`src/rtl/pte_pkg.sv`:
```
package pte_pkg;

  typedef enum logic [2:0] {
    ST_IDLE,
    ST_BASE,
    ST_PULSE,
    ST_SCAN,
    ST_FIN
  } pte_state_t;

  // strobes from control to datapath
  typedef struct packed {
    logic clearAll;
    logic captureBase;
    logic captureSample;
  } pte_strobe_t;

endpackage

```
`src/rtl/pte_ctrl.sv`:
```
module pte_ctrl
  import pte_pkg::*;
#(
  parameter int SAMPLE_W = 12,
  parameter int PHASES   = 16,
  parameter int TIMEOUT  = 256
) (
  input  logic                       clk,
  input  logic                       rstN,
  input  logic                       start,
  input  logic signed [SAMPLE_W-1:0] pulseAmp,
  input  logic [$clog2(PHASES)-1:0]  phaseSel,
  input  logic                       mainSeen,
  input  logic                       allStored,
  output pte_strobe_t                strobes,
  output logic signed [SAMPLE_W-1:0] pulseOut,
  output logic                       done,
  output logic                       error
);

  localparam int PW  = $clog2(PHASES);
  localparam int SCW = $clog2(TIMEOUT + 1);
  localparam logic [PW-1:0]  LAST_TICK = PW'(PHASES - 1);
  localparam logic [SCW-1:0] SYM_LIMIT = SCW'(TIMEOUT);

  pte_state_t                 state;
  logic [PW-1:0]              phaseCnt;
  logic [PW-1:0]              phaseReg;
  logic [SCW-1:0]             symCnt;
  logic signed [SAMPLE_W-1:0] ampReg;
  logic                       errReg;
  logic                       lastTick;
  logic                       pulseActive;

  assign lastTick    = (phaseCnt == LAST_TICK);
  assign pulseActive = (state == ST_PULSE);

  always_ff @(posedge clk) begin
    if (!rstN) begin
      state    <= ST_IDLE;
      phaseCnt <= '0;
      phaseReg <= '0;
      symCnt   <= '0;
      ampReg   <= '0;
      errReg   <= 1'b0;
    end else if (start) begin
      state    <= ST_BASE;
      phaseCnt <= '0;
      phaseReg <= phaseSel;
      symCnt   <= '0;
      ampReg   <= pulseAmp;
      errReg   <= 1'b0;
    end else begin
      case (state)
        ST_BASE: begin
          phaseCnt <= lastTick ? '0 : phaseCnt + 1'b1;
          if (lastTick) state <= ST_PULSE;
        end
        ST_PULSE: begin
          phaseCnt <= lastTick ? '0 : phaseCnt + 1'b1;
          if (lastTick) begin
            state  <= ST_SCAN;
            symCnt <= symCnt + 1'b1;
          end
        end
        ST_SCAN: begin
          phaseCnt <= lastTick ? '0 : phaseCnt + 1'b1;
          if (lastTick && symCnt != SYM_LIMIT) symCnt <= symCnt + 1'b1;
          if (allStored) begin
            state <= ST_FIN;
          end else if (symCnt == SYM_LIMIT && !mainSeen) begin
            state  <= ST_FIN;
            errReg <= 1'b1;
          end
        end
        default: ;
      endcase
    end
  end

  always_comb begin
    strobes.clearAll      = start;
    strobes.captureBase   = (state == ST_BASE) && (phaseCnt == phaseReg) && !start;
    strobes.captureSample = (state == ST_PULSE || state == ST_SCAN) &&
                            (phaseCnt == phaseReg) && !start;
  end

  assign pulseOut = pulseActive ? ampReg : '0;
  assign done     = (state == ST_FIN);
  assign error    = errReg;

  // done holds until a new start
  assert_done_holds_R7: assert property (@(posedge clk) disable iff (!rstN)
    done && !start |=> done);

  // error is only ever seen together with done
  assert_error_with_done_R8: assert property (@(posedge clk) disable iff (!rstN)
    error |-> done);

  // drive begins on the first tick of a symbol
  assert_pulse_aligned_R2: assert property (@(posedge clk) disable iff (!rstN)
    $rose(pulseActive) |-> phaseCnt == '0);

  // drive ends after the last tick of its symbol
  assert_pulse_one_symbol_R2: assert property (@(posedge clk) disable iff (!rstN)
    pulseActive && lastTick && !start |=> !pulseActive);

endmodule

```
`src/rtl/pte_datapath.sv`:
```
module pte_datapath
  import pte_pkg::*;
#(
  parameter int SAMPLE_W = 12,
  parameter int NTAPS    = 4
) (
  input  logic                               clk,
  input  logic                               rstN,
  input  pte_strobe_t                        strobes,
  input  logic signed [SAMPLE_W-1:0]         sampleIn,
  input  logic [SAMPLE_W-1:0]                threshold,
  output logic                               mainSeen,
  output logic                               allStored,
  output logic [NTAPS*(SAMPLE_W+1)-1:0]      taps
);

  localparam int TAP_W = SAMPLE_W + 1;
  localparam int IDX_W = $clog2(NTAPS + 1);
  localparam logic [IDX_W-1:0] IDX_FULL = IDX_W'(NTAPS);

  logic signed [SAMPLE_W-1:0] baseline;
  logic [SAMPLE_W-1:0]        thrReg;
  logic                       preSeen;
  logic [IDX_W-1:0]           tapIdx;
  logic signed [TAP_W-1:0]    diff;
  logic [TAP_W-1:0]           mag;
  logic                       hit;
  logic                       writeTap;
  logic signed [TAP_W-1:0]    tapFile [NTAPS];

  always_comb begin
    diff = TAP_W'(sampleIn) - TAP_W'(baseline);
    mag  = diff[TAP_W-1] ? TAP_W'(-diff) : TAP_W'(diff);
    hit  = mag > {1'b0, thrReg};
  end

  assign writeTap  = strobes.captureSample && mainSeen && (tapIdx < IDX_FULL);
  assign allStored = (tapIdx == IDX_FULL);

  always_ff @(posedge clk) begin
    if (!rstN) begin
      baseline <= '0;
      thrReg   <= '0;
      preSeen  <= 1'b0;
      mainSeen <= 1'b0;
      tapIdx   <= '0;
    end else if (strobes.clearAll) begin
      baseline <= '0;
      thrReg   <= threshold;
      preSeen  <= 1'b0;
      mainSeen <= 1'b0;
      tapIdx   <= '0;
    end else begin
      if (strobes.captureBase) baseline <= sampleIn;
      if (strobes.captureSample && !mainSeen && hit) begin
        if (preSeen) mainSeen <= 1'b1;
        else         preSeen  <= 1'b1;
      end
      if (writeTap) tapIdx <= tapIdx + 1'b1;
    end
  end

  for (genvar i = 0; i < NTAPS; i++) begin : g_tap
    always_ff @(posedge clk) begin
      if (!rstN || strobes.clearAll) begin
        tapFile[i] <= '0;
      end else if (writeTap && tapIdx == IDX_W'(i)) begin
        tapFile[i] <= diff;
      end
    end
    assign taps[i*TAP_W +: TAP_W] = tapFile[i];
  end

  // no tap is written before the main cursor
  assert_no_tap_before_main_R6: assert property (@(posedge clk) disable iff (!rstN)
    !mainSeen |-> tapIdx == '0);

  // the write index never passes the tap count
  assert_idx_bound_R6: assert property (@(posedge clk) disable iff (!rstN)
    tapIdx <= IDX_FULL);

  // the main cursor is only found after a pre-cursor
  assert_main_after_pre_R5: assert property (@(posedge clk) disable iff (!rstN)
    mainSeen |-> preSeen);

endmodule

```
`src/rtl/pulse_tap_extractor.sv`:
```
module pulse_tap_extractor
  import pte_pkg::*;
#(
  parameter int SAMPLE_W = 12,
  parameter int NTAPS    = 4,
  parameter int PHASES   = 16,
  parameter int TIMEOUT  = 256
) (
  input  logic                              clk,
  input  logic                              rstN,
  input  logic                              start,
  input  logic signed [SAMPLE_W-1:0]        pulseAmp,
  input  logic [$clog2(PHASES)-1:0]         phaseSel,
  input  logic [SAMPLE_W-1:0]               threshold,
  input  logic signed [SAMPLE_W-1:0]        sampleIn,
  output logic signed [SAMPLE_W-1:0]        pulseOut,
  output logic [NTAPS*(SAMPLE_W+1)-1:0]     taps,
  output logic                              done,
  output logic                              error
);

  pte_strobe_t strobes;
  logic        mainSeen;
  logic        allStored;

  pte_ctrl #(
    .SAMPLE_W (SAMPLE_W),
    .PHASES   (PHASES),
    .TIMEOUT  (TIMEOUT)
  ) u_ctrl (
    .clk       (clk),
    .rstN      (rstN),
    .start     (start),
    .pulseAmp  (pulseAmp),
    .phaseSel  (phaseSel),
    .mainSeen  (mainSeen),
    .allStored (allStored),
    .strobes   (strobes),
    .pulseOut  (pulseOut),
    .done      (done),
    .error     (error)
  );

  pte_datapath #(
    .SAMPLE_W (SAMPLE_W),
    .NTAPS    (NTAPS)
  ) u_datapath (
    .clk       (clk),
    .rstN      (rstN),
    .strobes   (strobes),
    .sampleIn  (sampleIn),
    .threshold (threshold),
    .mainSeen  (mainSeen),
    .allStored (allStored),
    .taps      (taps)
  );

  // a start clears the results at the next edge
  assert_start_clears_R9: assert property (@(posedge clk) disable iff (!rstN)
    start |=> !done && !error && taps == '0);

  // an error leaves the tap file empty
  assert_error_taps_zero_R8: assert property (@(posedge clk) disable iff (!rstN)
    error |-> taps == '0);

endmodule

```
`config.mk`:
```
export PLATFORM = sky130hd
export DESIGN_NAME = pulse_tap_extractor
export DESIGN_NICKNAME = d
export VERILOG_FILES = /design/src/rtl/pte_pkg.sv /design/src/rtl/pte_ctrl.sv /design/src/rtl/pte_datapath.sv /design/src/rtl/pulse_tap_extractor.sv
export SDC_FILE = /design/constraint.sdc
export NUM_CORES = 1
export LEC_CHECK = 0
export ABC_AREA = 1
export BUFFER_PORTS_ARGS = -buffer_cell sky130_fd_sc_hd__buf_2
export CAP_MARGIN = 30
export CORE_MARGIN = 5
export CORE_UTILIZATION = 60
export DETAILED_ROUTE_END_ITERATION = 6
export PLACE_DENSITY = 0.85
export SLEW_MARGIN = 20
export SYNTH_ARGS = -nofsm -noshare
export SYNTH_HDL_FRONTEND = slang
export SYNTH_SLANG_ARGS = --single-unit
```
`constraint.sdc`:
```
create_clock -name clk -period 6.8 [get_ports clk]
set_input_delay 0 -clock clk [delete_from_list [all_inputs] [get_ports clk]]
set_output_delay 0 -clock clk [all_outputs]
set_load 0.02 [all_outputs]
```
**Word-level counts from Yosys, hierarchy flattened**

Memories as Yosys holds them, arrays and structs flattened.
Index checks and enable logic that the tools add are counted.

- Register bits after elaboration: 62
- RAM bits: 52
- Output and inout bits: 66
- Logic and storage cells: 105
- Memories kept: 1

Memories:

| name | words | bits a word | rd ports | clocked after memory_dff | write ports | RTL line | text |
|---|---|---|---|---|---|---|---|
| u_datapath.tapFile | 4 | 13 | 4 | 0 | 4 | pte_datapath.sv:29 | `logic signed [TAP_W-1:0] tapFile [NTAPS];` |

- Add/subtract/negate cells: 5
- Order comparisons: 2
- Equality and inequality tests: 19
- Multiplexer cells: 30
- Bitwise operators: 6
- Reductions and logical operators: 30

Operators with widths:

| operator | number |
|---|---|
| $mux 13 | 5 |
| $mux 9 | 2 |
| $pmux 9 s2 | 1 |
| $mux 1 | 15 |
| $logic_and 1x1->1 | 14 |
| $gt 13x12->1 | 1 |
| $neg 13->13 | 1 |
| $sub 12x12->13 | 1 |
| $eq 3x2->1 const B | 4 |
| $mux 12 | 1 |
| $mux 3 | 4 |
| $add 9x1->9 const B | 1 |
| $eq 9x9->1 const B | 1 |
| $ne 3x2->1 const B | 3 |
| $ne 9x9->1 const B | 1 |
| $pmux 3 s3 | 1 |
| $reduce_and 4->1 | 2 |
| $eq 3x1->1 const B | 2 |
| $eq 3x3->1 const B | 2 |
| $ne 2x1->1 const B | 3 |
| $reduce_and 3->1 | 2 |
| $add 4x1->4 const B | 1 |
| $eq 4x4->1 | 1 |
| $eq 4x4->1 const B | 1 |
| other kinds (15) | 22 |

**Logic depth before layout (Yosys ltp)**

Gate-level depths: netlist of run 1.

- Depth after elaboration: 11
- Mapped depth: 26

**Cells and area by module**

From an unflattened synthesis of run 1, not the netlist that was laid out.

- Cells, all modules: 740
- Area, all modules: 5957.0 um2

By module, submodules not included:

| module | times used | cells each | area an instance (um2) | seq. area each (um2) |
|---|---|---|---|---|
| pte_datapath | 1 | 499 | 4300.4 | 2142.1 |
| pte_ctrl | 1 | 241 | 1656.6 | 660.6 |

**Worst setup path after synthesis of run 1**

Ideal clock, no wire load.

- Kind: flip-flop to flip-flop
- Start: register u_datapath.baseline[0]
- End: register u_datapath.preSeen
- Library setup time: 129 ps
- Arrival: 2957 ps
- Data required time: 6671 ps
- Slack: 3714 ps
- Cell stages (with the launch flop): 20
- Buffers on the path: 0
- Clock period less this slack: 3086 ps
- Cell sequence: dfxtp_1 -> ha_1 -> fa_1 -> ha_1 -> a21boi_0 -> nand3_1 -> nor2_1 -> nand4_1 -> nor2_2 -> nor2_1 -> xnor2_1 -> ha_1 -> a21oi_1 -> o21ai_0 -> a21oi_1 -> o31ai_1 -> nand2_1 -> nand2_2 -> a21oi_1 -> nor2_1

- Longest elaborated chain between the ends: 5

RTL lines:

| element | RTL line | text |
|---|---|---|
| start, declared | pte_datapath.sv:21 | `logic signed [SAMPLE_W-1:0] baseline;` |
| start signal, assigned | pte_datapath.sv:54 | `if (strobes.captureBase) baseline <= sampleIn;` |
| $sub 12x12->13 (*) | pte_datapath.sv:32 | `diff = TAP_W'(sampleIn) - TAP_W'(baseline);` |
| $neg 13->13 | pte_datapath.sv:33 | `mag = diff[TAP_W-1] ? TAP_W'(-diff) : TAP_W'(diff);` |
| $mux 13 (*) | pte_datapath.sv:33 |  |
| $gt 13x12->1 (*) | pte_datapath.sv:34 | `hit = mag > {1'b0, thrReg};` |
| $logic_and 1x1->1 (*) | pte_datapath.sv:55 | `if (strobes.captureSample && !mainSeen && hit) begin` |
| end signal, assigned | pte_datapath.sv:44 | `preSeen <= 1'b0;` |
| end signal, assigned | pte_datapath.sv:50 | `preSeen <= 1'b0;` |
| end signal, assigned | pte_datapath.sv:57 | `else preSeen <= 1'b1;` |
| end, declared | pte_datapath.sv:23 | `logic preSeen;` |

Every way passes the cells marked *; elsewhere a longest branch is shown, timed or not.
A chain may end at the register's enable or synchronous reset.

**Final worst setup path of run 1**

Same ends and word-level chain as after synthesis.

==> results of run 1 <==
power by group through the flow:
stage	logic, mW	clock network (mW)	registers (mW)
6_report	0.332	0.888	0.755
3_3_place_gp	0.252	0	0.765
3_5_place_dp	0.265	0	0.767
5_1_grt	0.357	0.921	0.756
4_1_cts	0.301	0.871	0.753
2_1_floorplan	0.176	0	0.782
state kept, by name, indices dropped and copies added (netlist names):
name / flops
u_ctrl.phaseReg: 4
u_datapath.thrReg: 12
u_datapath.tapIdx: 3
u_ctrl.symCnt: 9
u_ctrl.state: 3
u_datapath.mainSeen: 1
u_datapath.baseline: 12
u_ctrl.error: 1
u_datapath.tapFile: 52
u_ctrl.phaseCnt: 4
u_ctrl.ampReg: 12
u_datapath.preSeen: 1
per-stage QoR:
| step | setup slack, ns | area [µm²] | hold WS, ns |
|---|---|---|---|
| 2_1_floorplan | 3.71 | 5890 | 0.135 |
| 5_1_grt | 2.59 | 7740 | 0.127 |
| 3_5_place_dp | 3.27 | 6470 | 0.229 |
| 6_report | 2.81 | 7740 | 0.126 |
| 3_3_place_gp | 3.53 | 6470 | 0.222 |
| 4_1_cts | 3.23 | 7740 | 0.105 |
metal layers:
layer  part of all wire, %  vias to the layer above  routed length [µm]
li1                      -                     2636                   -
met1                    36                     2568                6270
met2                    49                      389                8640
met3                   8.5                      124                1480
met4                   6.4                        0                1110
met5                     0                        -                   0
cell type report:
type	instances	share of cell area, %
clock buffer	19	5.45
clock inverter	13	2.07
inverter	113	5.49
multi-input combinational	451	32.5
sequential	114	36.2
tap	133	2.15
timing repair buffer	179	16.1
kinds of logic after synthesis:
kind of cell,Yosys count,synth area share [%]
buf+inv,135,9.57
fa+ha+maj,34,7.36
compound gates,133,12.6
xor+xnor,12,1.79
simple gates,272,21.1
flops,114,47.6
worst max-delay path by stage:
stage	slack (ns)	from	end
final	2.81	u_datapath.baseline[0]	u_datapath.preSeen
after global routing	2.59	u_datapath.baseline[0]	u_datapath.preSeen
after CTS	3.23	u_datapath.baseline[0]	u_datapath.preSeen
after detailed placement	3.27	u_datapath.baseline[0]	u_datapath.preSeen
after global placement	3.53	u_datapath.baseline[0]	u_datapath.mainSeen
after floorplan	3.71	u_datapath.baseline[0]	u_datapath.preSeen
Yosys cell counts, drive strengths merged (2+ instances only):
master,count
nor2,116
inv,111
nand2,104
a21oi,62
dfxtp,62
o21ai,54
edfxtp,52
ha,33
nand3,29
clkbuf,13
nand4,11
buf,9
a211oi,7
xor2,7
nor3,6
xnor2,5
a31oi,2
and2,2
clkinv,2
nand3b,2
o21a,2
o21bai,2
o31ai,2
worst max-delay path, cell delays in order, from the launching register on:
cell and delay [ns]:
dfxtp_1 0.31, ha_1 0.21, fa_1 0.66, ha_1 0.23, a21boi_0 0.18, nand3_1 0.12, nor2_1 0.18, nand4_1 0.21
nor2_2 0.16, nor2_1 0.07, xnor2_1 0.23, ha_1 0.30, a21oi_1 0.19, o21ai_0 0.14, a21oi_1 0.17, o31ai_1 0.11
nand2_1 0.11, nand2_2 0.09, a21oi_1 0.13, nor2_1 0.05
==> impl_metrics.toml, run 1 <==
[outcome]
status = "finished, final reports clean"

[sta]
hold_violations = 0
setup_viol = 0
fin_setup_tns_ns = 0
fin_crit_ns = 3.99
relSlewSlack_pct = 63.5
worst_slew_pin_slew_ns = 0.547
clock.fmax_mhz = 250
finalCritPeriodShare_pct = 58.7
report.final.slew_viol_count = 0
rsz0062_at_grt = "false"
clock_skew_ns = 0.0134

[global_routing]
grt_pass1_vias = 5657
grt_antenna_before_repair = 0
grt_start_max_net_pins = 54
grt_busiest_layer = "met2"
use_met1_pct = 33.0
use_met3_pct = 7.52
gr-total-overflow = 0
grt_pass1_wl_um = 27400
grt.total_usage_pct = 30.5
use_met2_pct = 53.0

[critical_path]
path_max_fanout = 7
reg2regPathDepth = 19
worstPathArrival_ns = 4.40
r2r_start = "u_datapath.baseline[0]"
worstReg2RegEnd = "u_datapath.preSeen"
required_ns = 7.21
critPathCaptureType = "flip-flop"
path_class = "flip-flop to flip-flop"
startpoint_type = "flip-flop"
regToRegSetupSlack_ns = 2.81

[floorplan]
num_io_pins = 109
initial_core_util_pct = 60.8
die_w_um = 109
die_area_mm2 = 0.0119
rows = 36
core-area_mm2 = 0.00968
die_y_um = 109

[layout]
antenna_cells = 0
final-seq-area_mm2 = 0.00280
layout_common_cells = "inv_1, nor2_1, buf_2"
fin_util_pct = 79.9
multiInputGateArea_mm2 = 0.00252
syn_to_final_growth_pct = 31.5
drive_above_1_share_pct = 20.6
nFillCells = 532
final_nets = 953
instances_no_fill = 1022

[hold_path]
hp-start = "start"
hold_depth = 4
hold_path_class = "input pin to flip-flop"
whs_endpoint = "u_datapath.tapIdx[2]"

[synthesis]
syn-num-nets = 777
postSynthCellCount = 700
avgSynthCellArea_um2 = 8.41
synth-edff-count = 52
ys_top_cells_by_area = "edfxtp_1, dfxtp_1, ha_1"
synth_seq_cells = 114
yosys.area.top_type = "edfxtp_1"
synth.top_cell.area_share_pct = 26.5
ys_seq_area_share_pct = 47.6
synth_area_mm2 = 0.00589
async_flop_share_pct = 0
ys_types = 41
ys.warnings.count = 0
synth-main-ff-cell = "dfxtp_1"

[route]
drtIter0Drc = 544
routed-via-count = 5717
avgViaCountPerCell = 5.59
drc = 0
first_pass_iters = 6
finalWirelength_um = 17500
drtAntennaViolNets = 0
drt-wirelength-per-cell_um = 17.1

[placed_design]
dp_hpwl_um = 9670
port_buffers = 108
gp_congestion = 0.913
placed_cells = 921

[cts]
cts_root_buf = "clkbuf_8"
clockBufferDepth = 2
clock-sinks = 114
clkLatencyLatePin_ns = 0.54
htree_levels = 4
cts_tree = "done"
hold_buffers = 69
clk_pin_slew_ns = 0.06
numCtsBuffers = 17
post_cts.repair.setup_buffers = 0
cts-resized-gates = 0

[power_and_ir_drop]
switching_power_mw = 0.556
p_total_mw = 1.98
p_int_mw = 1.42
p_comb_share_pct = 16.8
powerDensity_mw_per_mm2 = 255
static-leakage-power_nw = 3.54
ir_worst_vdd_mv = 0.204
seqPwrFrac_pct = 38.2
switching_share_pct = 28.1
pwr-share-clk_pct = 45.0

[flow_run]
cap_violations = 0
Note: power is estimated with default switching activity, not from simulation.
==> run 2: changes to the inputs <==
- CORE_UTILIZATION: 60 -> 56
- PLACE_DENSITY: 0.85 -> 0.8
- clock period: 6.8 -> 3.7 ns (I/O delays scaled with it)
==> impl_metrics.toml, run 2 (synthesis results as in run 1) <==
[floorplan]
die_y_um = 113
num_io_pins = 109
die_area_mm2 = 0.0127
core-area_mm2 = 0.0103
initial_core_util_pct = 57.3
rows = 37
die_w_um = 113

[route]
avgViaCountPerCell = 5.53
routed-via-count = 5723
drt-wirelength-per-cell_um = 16.4
drtAntennaViolNets = 0
first_pass_iters = 6
drc = 0
drtIter0Drc = 414
finalWirelength_um = 17000

[cts]
clkLatencyLatePin_ns = 0.51
numCtsBuffers = 17
cts_root_buf = "clkbuf_8"
htree_levels = 4
cts_tree = "done"
clockBufferDepth = 2
clock-sinks = 114
clk_pin_slew_ns = 0.07

[critical_path]
crit_chain = "ha_1, fa_1, ha_2, a21boi_1, nand3_1, nor2_2, nand4_1, nor2_2, nor2_1, xnor2_1, ha_1, a21oi_1, o21ai_1, a21oi_1, o31ai_1, nand2_1, nand2_2, a21oi_2, nor2_1"
worstPathArrival_ns = 4.05
critPathCaptureType = "flip-flop"
cpLargestDelayFamily = "adder cells"
crit_buf_inv = 0
r2r_start = "u_datapath.baseline[0]"
slowest_delay_ns = 0.52
path_max_fanout = 2
path_class = "flip-flop to flip-flop"
cp-startpoint = "u_datapath.baseline[0]"
slowest_stage = "fa_1"
startpoint_type = "flip-flop"
regToRegSetupSlack_ns = 0.04
required_ns = 4.09

[sta]
clock.fmax_mhz = 273
hold_violations = 0
worst_slew_pin_slew_ns = 0.562
fin_crit_ns = 3.66
report.final.slew_viol_count = 0
finalCritPeriodShare_pct = 98.9
setup_viol = 0
relSlewSlack_pct = 62.5
clock_skew_ns = 0.0100
rsz0062_at_grt = "true"
hold_slack_ns = 0.120

[global_routing]
grt_antenna_before_repair = 1
grt_pass1_vias = 5738
grt_pass1_wl_um = 27000
grt.total_usage_pct = 26.7
gr-total-overflow = 0
grt_start_max_net_pins = 54

[hold_path]
hold_path_class = "input pin to flip-flop"
hp-start = "start"

[power_and_ir_drop]
powerDensity_mw_per_mm2 = 441
ir_worst_vdd_mv = 0.408
static-leakage-power_nw = 3.54
p_total_mw = 3.42

[layout]
syn_to_final_growth_pct = 31.8
largest_reg_flops = 52
final_common_cell = "buf_2"
largest-register = "u_datapath.tapFile"
design_area_mm2 = 0.00776
layout_common_cells = "buf_2, inv_1, nor2_1"
drive_above_1_share_pct = 22.5
final_nets = 960

[flow_run]
cap_violations = 0

[outcome]
status = "finished, final reports clean"

[placed_design]
place_area_mm2 = 0.00648
dp_hpwl_um = 9790
gp_congestion = 0.863
port_buffers = 108
-- run 2: report_power, final --
| group | switching (mW) | leakage [nW] | internal (mW) |
|---|---|---|---|
| sequential | 0.0213 | 1.09 | 1.36 |
| clock | 0.598 | 0.239 | 0.814 |
| combinational | 0.389 | 2.22 | 0.238 |
-- run 2: final timing paths --
kind / cells after the start / endpoint
worst max-delay path: 19 / u_datapath.preSeen
worst min-delay path: 5 / u_ctrl.phaseCnt[2]
worst max register to register: 19 / u_datapath.preSeen
worst min register to register: 2 / u_ctrl.error
-- run 2: area by class of cell --
cell class | count | area (µm²)
Inverter | 113 | 425
Clock inverter | 14 | 92.6
Sequential cell | 114 | 2800
Multi-Input combinational cell | 451 | 2550
Tap cell | 136 | 170
Antenna cell | 2 | 5.00
Timing Repair Buffer | 186 | 1300
Fill cell | 697 | 2520
Clock buffer | 18 | 418
-- run 2: worst register-to-register path, cell delays in order, from the launching register on --
cell and delay, ns:
dfxtp_1 0.31, ha_1 0.21, fa_1 0.52, ha_2 0.21, a21boi_1 0.18, nand3_1 0.15
nor2_2 0.15, nand4_1 0.17, nor2_2 0.15, nor2_1 0.07, xnor2_1 0.13, ha_1 0.34
a21oi_1 0.16, o21ai_1 0.12, a21oi_1 0.19, o31ai_1 0.10, nand2_1 0.08, nand2_2 0.08
a21oi_2 0.16, nor2_1 0.06
-- run 2: routing by layer --
metal	routed length, µm	track usage (%)
met1	6230	30.0
met2	8330	46.1
met3	1380	5.88
met5	0	0
met4	1010	16.3
-- run 2: repair_timing --
action | 4_1_cts | 5_1_grt
resized for setup | 0 | 15
buffers inserted | 0 | 6
hold buffers | 69 | 0
endpoints found under the setup margin | 0 | 2
hold endpoints to repair | 41 | 0
-- run 2: metrics by stage --
| stage | setup slack [ns] | util (%) | instances | TNS [ns] |
|---|---|---|---|---|
| 6_report | 0.0416 | 75.5 | 1034 | 0 |
| 5_1_grt | -0.231 | 75.5 | 1033 | -0.392 |
| 4_1_cts | 0.218 | 74.8 | 1026 | 0 |
| 3_5_place_dp | 0.248 | 63.1 | 925 | 0 |
| 3_3_place_gp | 0.439 | 63.1 | 925 | 0 |
| 2_1_floorplan | 0.614 | - | 700 | 0 |
